[src/rtl/dmx_pkg.sv]
package dmx_pkg;
  localparam int CFG_W    = 32;
  localparam int CNT_W    = 10;
  localparam int NSTRUCT  = 2;
  localparam int ARB_MAX  = 10;

  localparam logic [2:0] MD_STOP  = 3'd0;
  localparam logic [2:0] MD_BASIC = 3'd1;
  localparam logic [2:0] MD_AUTO  = 3'd2;
  localparam logic [2:0] MD_PING  = 3'd3;

  localparam logic [1:0] STEP_FIXED = 2'd3;

  localparam logic [1:0] W_SRC  = 2'd0;
  localparam logic [1:0] W_DST  = 2'd1;
  localparam logic [1:0] W_CTRL = 2'd2;

  typedef struct packed {
    logic [1:0]       dstep;
    logic [1:0]       rsv_a;
    logic [1:0]       sstep;
    logic [1:0]       isize;
    logic [5:0]       rsv_b;
    logic [3:0]       arb;
    logic [CNT_W-1:0] cnt;
    logic             rsv_c;
    logic [2:0]       mode;
  } ctrl_t;

  typedef enum logic [2:0] {
    ST_IDLE, ST_LOAD, ST_RD, ST_RW, ST_WR, ST_NEXT
  } eng_state_e;

  function automatic logic step_ok(logic [1:0] step, logic [1:0] isize);
    return (step == STEP_FIXED) || (step >= isize);
  endfunction

  function automatic logic ctrl_legal(ctrl_t c);
    logic mode_ok;
    mode_ok = (c.mode == MD_BASIC) || (c.mode == MD_AUTO) || (c.mode == MD_PING);
    return mode_ok && (c.isize != 2'd3) && step_ok(c.sstep, c.isize) &&
           step_ok(c.dstep, c.isize);
  endfunction
endpackage

[src/rtl/dmx_table.sv]
module dmx_table import dmx_pkg::*; #(
  parameter int ADDR_W = 32
) (
  input  logic              clk,
  input  logic              rst_n,
  input  logic              cfg_we,
  input  logic              cfg_sel,
  input  logic [1:0]        cfg_word,
  input  logic [CFG_W-1:0]  cfg_wdata,
  input  logic              wb_en,
  input  logic              wb_sel,
  input  ctrl_t             wb_ctrl,
  input  logic              eng_sel,
  output logic [ADDR_W-1:0] eng_src_end,
  output logic [ADDR_W-1:0] eng_dst_end,
  output ctrl_t             eng_ctrl,
  input  logic              rd_sel,
  input  logic [1:0]        rd_word,
  output logic [CFG_W-1:0]  rd_data
);
  logic [ADDR_W-1:0] src_q  [NSTRUCT];
  logic [ADDR_W-1:0] dst_q  [NSTRUCT];
  ctrl_t             ctrl_q [NSTRUCT];

  for (genvar s = 0; s < NSTRUCT; s++) begin : g_struct
    logic cfg_hit;
    logic wb_hit;
    assign cfg_hit = cfg_we && (cfg_sel == 1'(s));
    assign wb_hit  = wb_en && (wb_sel == 1'(s));

    always_ff @(posedge clk or negedge rst_n) begin
      if (!rst_n) begin
        src_q[s]  <= '0;
        dst_q[s]  <= '0;
        ctrl_q[s] <= '0;
      end else begin
        if (cfg_hit && cfg_word == W_SRC) src_q[s] <= cfg_wdata[ADDR_W-1:0];
        if (cfg_hit && cfg_word == W_DST) dst_q[s] <= cfg_wdata[ADDR_W-1:0];
        // engine write-back wins over a software write of the same word
        if (wb_hit)                             ctrl_q[s] <= wb_ctrl;
        else if (cfg_hit && cfg_word == W_CTRL) ctrl_q[s] <= ctrl_t'(cfg_wdata);
      end
    end
  end

  assign eng_src_end = src_q[eng_sel];
  assign eng_dst_end = dst_q[eng_sel];
  assign eng_ctrl    = ctrl_q[eng_sel];

  always_comb begin
    case (rd_word)
      W_SRC:   rd_data = CFG_W'(src_q[rd_sel]);
      W_DST:   rd_data = CFG_W'(dst_q[rd_sel]);
      W_CTRL:  rd_data = CFG_W'(ctrl_q[rd_sel]);
      default: rd_data = '0;
    endcase
  end
endmodule

[src/rtl/dmx_addr.sv]
module dmx_addr import dmx_pkg::*; #(
  parameter int ADDR_W = 32
) (
  input  logic [ADDR_W-1:0] end_addr,
  input  logic [1:0]        step,
  input  logic [CNT_W-1:0]  cnt,
  output logic [ADDR_W-1:0] addr
);
  logic [CNT_W:0]    remain;
  logic [ADDR_W-1:0] span;

  always_comb begin
    remain = {1'b0, cnt} + (CNT_W+1)'(1);
    span   = ADDR_W'(remain) << step;
    addr   = (step == STEP_FIXED) ? end_addr : (end_addr - span + ADDR_W'(1));
  end
endmodule

[src/rtl/dma_struct_engine.sv]
module dma_struct_engine import dmx_pkg::*; #(
  parameter int ADDR_W = 32,
  parameter int DATA_W = 32
) (
  input  logic              clk,
  input  logic              rst_n,
  input  logic              cfg_we,
  input  logic              cfg_sel,
  input  logic [1:0]        cfg_word,
  input  logic [CFG_W-1:0]  cfg_wdata,
  input  logic              cfg_rsel,
  input  logic [1:0]        cfg_rword,
  output logic [CFG_W-1:0]  cfg_rdata,
  input  logic              chan_start,
  output logic              chan_en,
  output logic              alt_active,
  input  logic              periph_req,
  input  logic              sw_req,
  output logic              mem_valid,
  input  logic              mem_ready,
  output logic              mem_write,
  output logic [ADDR_W-1:0] mem_addr,
  output logic [1:0]        mem_size,
  output logic [DATA_W-1:0] mem_wdata,
  input  logic              mem_rsp_valid,
  input  logic [DATA_W-1:0] mem_rsp_data,
  output logic              done,
  output logic              err
);
  localparam int NPTR = 2;

  eng_state_e        state_q;
  logic              en_q, alt_q, sw_pend_q, run_auto_q, chained_q;
  logic              done_q, err_q;
  ctrl_t             cur_q;
  logic [ADDR_W-1:0] src_end_q, dst_end_q;
  logic [CNT_W:0]    bcnt_q;
  logic [DATA_W-1:0] data_q;

  logic [ADDR_W-1:0] t_src_end, t_dst_end;
  ctrl_t             t_ctrl;
  logic              wb_en;
  ctrl_t             wb_ctrl;

  logic [ADDR_W-1:0] ptr_end  [NPTR];
  logic [1:0]        ptr_step [NPTR];
  logic [ADDR_W-1:0] ptr_addr [NPTR];

  logic              req_now;
  logic              last_item;
  logic              burst_end;
  logic [CNT_W:0]    arb_lim;
  logic [DATA_W-1:0] item_mask;

  dmx_table #(.ADDR_W(ADDR_W)) i_table (
    .clk         (clk),
    .rst_n       (rst_n),
    .cfg_we      (cfg_we),
    .cfg_sel     (cfg_sel),
    .cfg_word    (cfg_word),
    .cfg_wdata   (cfg_wdata),
    .wb_en       (wb_en),
    .wb_sel      (alt_q),
    .wb_ctrl     (wb_ctrl),
    .eng_sel     (alt_q),
    .eng_src_end (t_src_end),
    .eng_dst_end (t_dst_end),
    .eng_ctrl    (t_ctrl),
    .rd_sel      (cfg_rsel),
    .rd_word     (cfg_rword),
    .rd_data     (cfg_rdata)
  );

  assign ptr_end[0]  = src_end_q;
  assign ptr_end[1]  = dst_end_q;
  assign ptr_step[0] = cur_q.sstep;
  assign ptr_step[1] = cur_q.dstep;

  for (genvar p = 0; p < NPTR; p++) begin : g_ptr
    dmx_addr #(.ADDR_W(ADDR_W)) i_addr (
      .end_addr (ptr_end[p]),
      .step     (ptr_step[p]),
      .cnt      (cur_q.cnt),
      .addr     (ptr_addr[p])
    );
  end

  assign req_now   = periph_req || sw_pend_q;
  assign last_item = (cur_q.cnt == '0);
  assign arb_lim   = (cur_q.arb >= 4'(ARB_MAX)) ? (CNT_W+1)'(1) << ARB_MAX
                                                 : (CNT_W+1)'(1) << cur_q.arb;
  assign burst_end = ((bcnt_q + (CNT_W+1)'(1)) == arb_lim);

  always_comb begin
    case (cur_q.isize)
      2'd0:    item_mask = DATA_W'(8'hFF);
      2'd1:    item_mask = DATA_W'(16'hFFFF);
      default: item_mask = '1;
    endcase
  end

  // write-back of the active control word after each item
  always_comb begin
    wb_en   = (state_q == ST_NEXT);
    wb_ctrl = cur_q;
    if (last_item) wb_ctrl.mode = MD_STOP;
    else           wb_ctrl.cnt  = cur_q.cnt - CNT_W'(1);
  end

  always_comb begin
    mem_valid = 1'b0;
    mem_write = 1'b0;
    mem_addr  = ptr_addr[0];
    case (state_q)
      ST_RD: mem_valid = 1'b1;
      ST_WR: begin
        mem_valid = 1'b1;
        mem_write = 1'b1;
        mem_addr  = ptr_addr[1];
      end
      default: ;
    endcase
  end

  assign mem_size   = cur_q.isize;
  assign mem_wdata  = data_q;
  assign chan_en    = en_q;
  assign alt_active = alt_q;
  assign done       = done_q;
  assign err        = err_q;

  always_ff @(posedge clk or negedge rst_n) begin
    if (!rst_n) begin
      state_q    <= ST_IDLE;
      en_q       <= 1'b0;
      alt_q      <= 1'b0;
      sw_pend_q  <= 1'b0;
      run_auto_q <= 1'b0;
      chained_q  <= 1'b0;
      done_q     <= 1'b0;
      err_q      <= 1'b0;
      cur_q      <= '0;
      src_end_q  <= '0;
      dst_end_q  <= '0;
      bcnt_q     <= '0;
      data_q     <= '0;
    end else begin
      done_q <= 1'b0;
      err_q  <= 1'b0;

      if (chan_start && !en_q) begin
        en_q       <= 1'b1;
        alt_q      <= 1'b0;
        sw_pend_q  <= 1'b0;
        run_auto_q <= 1'b0;
        chained_q  <= 1'b0;
      end

      case (state_q)
        ST_IDLE: begin
          if (en_q && (req_now || run_auto_q)) state_q <= ST_LOAD;
        end

        ST_LOAD: begin
          cur_q     <= t_ctrl;
          src_end_q <= t_src_end;
          dst_end_q <= t_dst_end;
          bcnt_q    <= '0;
          sw_pend_q <= 1'b0;
          chained_q <= 1'b0;
          if (chained_q && t_ctrl.mode == MD_STOP) begin
            // ping-pong ran onto an idle structure: orderly end
            en_q       <= 1'b0;
            run_auto_q <= 1'b0;
            state_q    <= ST_IDLE;
          end else if (!ctrl_legal(t_ctrl)) begin
            err_q      <= 1'b1;
            en_q       <= 1'b0;
            run_auto_q <= 1'b0;
            state_q    <= ST_IDLE;
          end else begin
            if (t_ctrl.mode == MD_AUTO) run_auto_q <= 1'b1;
            state_q <= ST_RD;
          end
        end

        ST_RD: begin
          if (mem_ready) state_q <= ST_RW;
        end

        ST_RW: begin
          if (mem_rsp_valid) begin
            data_q  <= mem_rsp_data & item_mask;
            state_q <= ST_WR;
          end
        end

        ST_WR: begin
          if (mem_ready) state_q <= ST_NEXT;
        end

        ST_NEXT: begin
          if (last_item) begin
            done_q <= 1'b1;
            if (cur_q.mode == MD_PING) begin
              alt_q     <= ~alt_q;
              chained_q <= 1'b1;
              state_q   <= ST_LOAD;
            end else begin
              en_q       <= 1'b0;
              run_auto_q <= 1'b0;
              sw_pend_q  <= 1'b0;
              state_q    <= ST_IDLE;
            end
          end else begin
            cur_q.cnt <= cur_q.cnt - CNT_W'(1);
            bcnt_q    <= bcnt_q + (CNT_W+1)'(1);
            state_q   <= burst_end ? ST_IDLE : ST_RD;
          end
        end

        default: state_q <= ST_IDLE;
      endcase

      if (sw_req && en_q) sw_pend_q <= 1'b1;
    end
  end
endmodule

[config.mk]
export PLATFORM = sky130hd
export DESIGN_NAME = dma_struct_engine
export DESIGN_NICKNAME = d
export VERILOG_FILES = /design/src/rtl/dmx_pkg.sv /design/src/rtl/dmx_table.sv /design/src/rtl/dmx_addr.sv /design/src/rtl/dma_struct_engine.sv
export SDC_FILE = /design/constraint.sdc
export NUM_CORES = 1
export LEC_CHECK = 0
export ABC_CLOCK_PERIOD_IN_PS = 14200
export CORE_ASPECT_RATIO = 1.5
export CORE_UTILIZATION = 45
export CTS_CLUSTER_DIAMETER = 200
export DETAILED_ROUTE_END_ITERATION = 8
export MAX_ROUTING_LAYER = met4
export PLACE_DENSITY = 0.66
export SYNTH_ARGS = -nofsm -noshare
export SYNTH_HDL_FRONTEND = slang
export SYNTH_SLANG_ARGS = --single-unit
export TNS_END_PERCENT = 10
[constraint.sdc]
create_clock -name clk -period 14.2 [get_ports clk]
set_clock_uncertainty 0.15 [all_clocks]
set_input_delay 2.13 -clock clk [delete_from_list [all_inputs] [get_ports clk]]
set_output_delay 2.13 -clock clk [all_outputs]
set_load 0.05 [all_outputs]
# Yosys cells after proc, flatten, opt, wreduce, memory -nomap -nowiden
# Index checks and enable logic that the tools add are counted.
dict set report op_classes {
  bitwise_logic 5
  eq_ne 25
  shifts 3
  mux 76
  magnitude_cmp 5
  addsub 7
  reduce_logical 37
}
# cell n
set op_table {}
lappend op_table {{$mux 32} 25}
lappend op_table {{$pmux 32 s3} 1}
lappend op_table {{$add 32x1->32 const B} 2}
lappend op_table {{$pmux 32 s2} 1}
lappend op_table {{$shl 11x2->32} 2}
lappend op_table {{$sub 32x32->32} 2}
lappend op_table {{$and 32x32->32} 1}
lappend op_table {{$mux 1} 30}
lappend op_table {{$mux 11} 2}
lappend op_table {{$pmux 11 s2} 1}
lappend op_table {{$pmux 10 s2} 1}
lappend op_table {{$pmux 3 s6} 1}
lappend op_table {{$logic_and 1x1->1} 17}
lappend op_table {{$eq 3x2->1 const B} 5}
lappend op_table {{$mux 3} 5}
lappend op_table {{$eq 2x2->1 const B} 6}
lappend op_table {{$ne 2x2->1 const B} 6}
lappend op_table {{$add 10x1->11 const B} 1}
lappend op_table {{$add 11x1->11 const B} 1}
lappend op_table {{$eq 11x11->1} 1}
lappend op_table {{$shl 1x4->11 const A} 1}
lappend op_table {{$logic_not 10->1} 1}
lappend op_table {{$mux 10} 1}
lappend op_table {{$sub 10x1->10 const B} 1}
lappend op_table {{18 further kinds} 43}
dict set report totals {
  in_bits 78
  regBits 341
  elab_cells 201
}

# Longest topological paths before layout
dict set report depth {
  ltp_word 13
  ltp_mapped 20
  depth_no_buf 18
}

# By module
# Synthesis repeated with hierarchy kept, for this count alone.
dict set report unflattened {
  cells_unflattened 2460
  hier_area_um2 23361.2
}
# mod cells_per_inst seq_area_each_um2 instances area_per_inst_um2
set by_module_without_submodules {}
lappend by_module_without_submodules {dmx_table 774 4804.6 1 10540.1}
lappend by_module_without_submodules {dma_struct_engine 803 3728.6 1 7121.8}
lappend by_module_without_submodules {{dmx_addr at g_ptr[0].i_addr} 467 0.0 1 2900.3}
lappend by_module_without_submodules {{dmx_addr at g_ptr[1].i_addr} 416 0.0 1 2798.9}

# Worst setup path after synthesis
# Ideal clock, no wire load.
dict set report synth_timing {
  kind {register -> output}
  start {register, netlist name cur_q[6]}
  end {output port mem_addr[29]}
  setup_slack_ps 7277
  required_ps 11920
  path_stages_with_launch 20
  n_path_buf 1
  t_arrival_ps 4643
  path_cell_list {dfrtp_1 -> clkbuf_1 -> and3_1 -> and2_1 -> nand2_1 -> nor3_1 -> nor2_1 -> a21oi_1 -> mux2i_1 -> ha_1 -> ha_1 -> a21o_1 -> a21o_1 -> a211oi_2 -> o22ai_1 -> a221oi_1 -> o21ai_0 -> xor2_1 -> nand2_1 -> a22oi_1}
}
dict set report synth_between {
  elab_chain_cells 6
}
# item line_no
set synth_lines {}
lappend synth_lines {{$add 10x1->11 *} dmx_addr.sv:13} ;# remain = {1'b0, cnt} + (CNT_W+1)'(1);
lappend synth_lines {{$shl 11x2->32} dmx_addr.sv:14} ;# span = ADDR_W'(remain) << step;
lappend synth_lines {{$sub 32x32->32} dmx_addr.sv:15} ;# addr = (step == STEP_FIXED) ? end_addr : (end_addr - span + ADDR_W'(1));
lappend synth_lines {{$add 32x1->32} dmx_addr.sv:15}
lappend synth_lines {{$mux 32} dmx_addr.sv:15}
lappend synth_lines {{$mux 32 *} dma_struct_engine.sv:114} ;# case (state_q)
lappend synth_lines {{end, declared} dma_struct_engine.sv:22} ;# output logic [ADDR_W-1:0] mem_addr,
# Mark *: on every way between the ends. The rest lies on a longest branch, timed or not.

# Worst setup path after layout
dict set report layout_timing {
  start {register, netlist name cur_q[4]}
  end {output port mem_addr[29]}
}
dict set report layout_between {
  elab_chain_cells 6
}
# item line_no
set layout_lines {}
lappend layout_lines {{$add 10x1->11 *} dmx_addr.sv:13}
lappend layout_lines {{$shl 11x2->32} dmx_addr.sv:14}
lappend layout_lines {{$sub 32x32->32} dmx_addr.sv:15}
lappend layout_lines {{$add 32x1->32} dmx_addr.sv:15}
lappend layout_lines {{$mux 32} dmx_addr.sv:15}
lappend layout_lines {{$mux 32 *} dma_struct_engine.sv:114}
# Marks and branches as above.

==> results.json <==
{
  "min_period_over_period_pct": 60.06,
  "r2r_cells": 10,
  "grt_pass1_wl_um": 99870,
  "final.setup.tns_ns": 0,
  "max_stage_delay_ns": 0.83,
  "worstReg2RegEnd": "state_q[1]$_DFFE_PN0P_",
  "cts_root_buffer": "clkbuf_16",
  "wl_per_cell_um": 20.35,
  "synth-edff-count": 0,
  "die_width_um": 182.0,
  "hold_viol_final": 0,
  "whs_path_depth": 2,
  "antenna_found_initial": 3,
  "arrival_ns": 6.25,
  "route.detailed.drc": 0,
  "setup_viol": 0,
  "yosys_warnings": 0,
  "cts-buffers-inserted": 34,
  "finalNetCount": 2647,
  "max-cap-violations": 0,
  "area_growth_pct": 15.00,
  "cp.required_ns": 11.92,
  "yosysSeqAreaShare_pct": 39.03,
  "grt_max_degree": 115,
  "cts_tree": "yes",
  "min_from": "mem_wdata[15]$_DFFE_PN0P_",
  "async_flop_share_pct": 100.0,
  "syn-cell-area_um2": 21860,
  "final_area_um2": 25150,
  "htreeDepth": 2,
  "die_h_um": 272.0,
  "yosysUniqueCellTypes": 75,
  "synth_common_cells": "dfrtp_1 (341), a21oi_1 (286), nor2_1 (266), mux2i_1 (235), nand2_1 (210)",
  "clk_path_buf_depth": 3,
  "clkSlewWorstSetupHoldPaths_ns": 0.06,
  "drtIter0Drc": 1063,
  "drt_first_pass_iters": 7,
  "synth_top_area_share_pct": 39.03,
  "crit_path_top_delay_cell": "clkdlybuf4s50_1",
  "slew_violations": 0,
  "ioPinCount": 182,
  "crit_type": "flip-flop to output port",
  "clock-sinks": 341,
  "worstMarginPinSlew_ns": 1.035,
  "grt_usage_pct": 26.27,
  "finalCriticalPeriod_ns": 8.528,
  "ant_nets": 0,
  "yosysMostFrequentCell": "dfrtp_1",
  "io_buffers": 181,
  "vias_per_cell": 5.872,
  "ys_ff_latch": 341,
  "place.gp.congestion": 0.8922,
  "yosysTopAreaCell": "dfrtp_1",
  "cp_max_fo": 15,
  "die_area_um2": 49490,
  "crit_chain": "ha_1, xor2_1, nor2_1, a21oi_1, mux2i_1, ha_1, fa_1, a211oi_1, o21ai_1, a211oi_2, o22ai_1, a221oi_1, o21ai_0, xor2_1, nand2_1, a22oi_1, clkdlybuf4s50_1",
  "fmax_mhz": 117.3,
  "dp_hpwl_um": 44160,
  "post_cts_buffers": 0,
  "placedInstanceArea_um2": 24040,
  "grt_pass1_vias": 18390,
  "synthCells": 2394,
  "startpoint_type": "flip-flop",
  "worst_setup_path_end_kind": "output port",
  "initial_core_util_pct": 45.72,
  "rrSetupSlack_ns": 10.63,
  "relSlewSlack_pct": 30.97,
  "hold_class": "flip-flop to flip-flop",
  "synth_flop_cell": "dfrtp_1",
  "syn_avg_cell_area_um2": 9.133,
  "num_rows": 98,
  "wl_um": 63050,
  "worstSkewPairLatency_ns": 0.53,
  "drive_gt1_share_pct": 10.66,
  "status": "complete, no violations",
  "r2r_start": "alt_active$_DFF_PN0_",
  "ctsResizeCount": 0,
  "ctsHoldBuffers": 0,
  "grt_overflow": 0,
  "rsz0062_at_grt": "no",
  "hold-path-endpoint": "mem_wdata[15]$_DFFE_PN0P_",
  "synth_area_leaders": "dfrtp_1 (39%), mux2i_1 (11%), mux2_2 (7.8%), a21oi_1 (6.5%), ha_1 (5.4%)",
  "syn-num-nets": 2569,
  "vias": 18190,
  "core_area_um2": 47820
}
## logic make-up (layout without fill, tap and decap cells)
kind of cell    after synthesis  after routing  synth area share (%)
compound gates              635            635                 17.57
simple gates                633            633                 12.45
mux                         387            387                 18.59
flops                       341            341                 39.03
buf+inv                     236            337                 4.143
fa+ha+maj                    97             97                 5.619
xor+xnor                     65             65                 2.604
other cells                   0              3                     0
## area by class of cell
| type | instances | area, um^2 |
|---|---|---|
| Antenna cell | 3 | 7.507 |
| Clock buffer | 51 | 996.0 |
| Clock inverter | 8 | 100.1 |
| Fill cell | 4384 | 22680 |
| Inverter | 67 | 251.5 |
| Multi-Input combinational cell | 1817 | 12470 |
| Sequential cell | 341 | 8537 |
| Tap cell | 600 | 750.7 |
| Timing Repair Buffer | 211 | 2029 |
## per-stage QoR
stage | worst slack, ns | util, % | hold slack (ns) | cells
after floorplan | 7.277 | - | 0.3227 | 2394
after global placement | 6.344 | 50.27 | 0.3106 | 3036
after detailed placement | 6.297 | 50.27 | 0.3200 | 3036
after CTS | 5.725 | 52.57 | 0.3348 | 3095
after global routing | 5.402 | 52.58 | 0.3527 | 3098
final | 5.672 | 52.58 | 0.3281 | 3098
## worst max path at each step
| stage | end | startpoint | slack, ns |
|---|---|---|---|
| after CTS | mem_addr[29] | cur_q[4]$_DFFE_PN0N_ | 5.72 |
| after floorplan | mem_addr[29] | cur_q[6]$_DFFE_PN0N_ | 7.28 |
| after detailed placement | mem_addr[29] | cur_q[4]$_DFFE_PN0N_ | 6.30 |
| final | mem_addr[29] | cur_q[4]$_DFFE_PN0N_ | 5.67 |
| after global placement | mem_addr[29] | cur_q[4]$_DFFE_PN0N_ | 6.34 |
| after global routing | mem_addr[29] | cur_q[4]$_DFFE_PN0N_ | 5.40 |
## per-layer routing
| metal | share of wire, % | routed length [um] | up-vias | GRT usage, % |
|---|---|---|---|---|
| met5 | 0 | 0 | - | - |
| met4 | 3.9 | 2474 | 0 | 11.23 |
| met3 | 4.5 | 2814 | 139 | 3.115 |
| met2 | 50 | 31220 | 450 | 44.60 |
| met1 | 42 | 26540 | 8904 | 31.47 |
| li1 | - | - | 8697 | - |
## critical path, delay by kind of cell, from the launching register on
family                     cells  cell delay (ns)
muxes                          1             0.10
buffers and inverters          1             0.83
DFF                            1             0.63
AOI/OAI and AO/OA              8             2.38
adders and majority gates      3             1.15
and+or+nand+nor                2             0.14
xor gates and xnor gates       2             0.47
## state kept, by name (all words and copies together), names as in the netlist
| register | count |
|---|---|
| i_table.ctrl_q | 64 |
| i_table.dst_q | 64 |
| i_table.src_q | 64 |
| dst_end_q | 32 |
| mem_wdata | 32 |
| src_end_q | 32 |
| cur_q | 30 |
| bcnt_q | 11 |
| state_q | 3 |
| mem_size | 2 |
| alt_active | 1 |
| chained_q | 1 |
| chan_en | 1 |
| done | 1 |
| err | 1 |
| run_auto_q | 1 |
| sw_pend_q | 1 |
## cell usage in the layout, fill, tap and decap left out, drive strengths merged, types with 5 or more instances in the layout
cell,count
nor3b,6
ha,95
or3,8
dfrtp,341
nand2,210
and3,16
mux2i,235
nor3,26
a211oi,66
xnor2,31
o21ai,129
a221oi,10
nor2,266
o21a,15
o21bai,7
clkbuf,51
or2,5
clkdlybuf4s50,177
nor2b,23
and2,6
nand4,13
mux2,152
xor2,34
a21o,27
o31ai,10
a31oi,19
inv,68
a21oi,286
nand3,34
buf,34
a22o,11
o211ai,11
nand2b,9
a31o,5
Power is left out: the tool's default activity adds up to more than one toggle a clock period on the data nets, which glitch-free logic cannot reach.
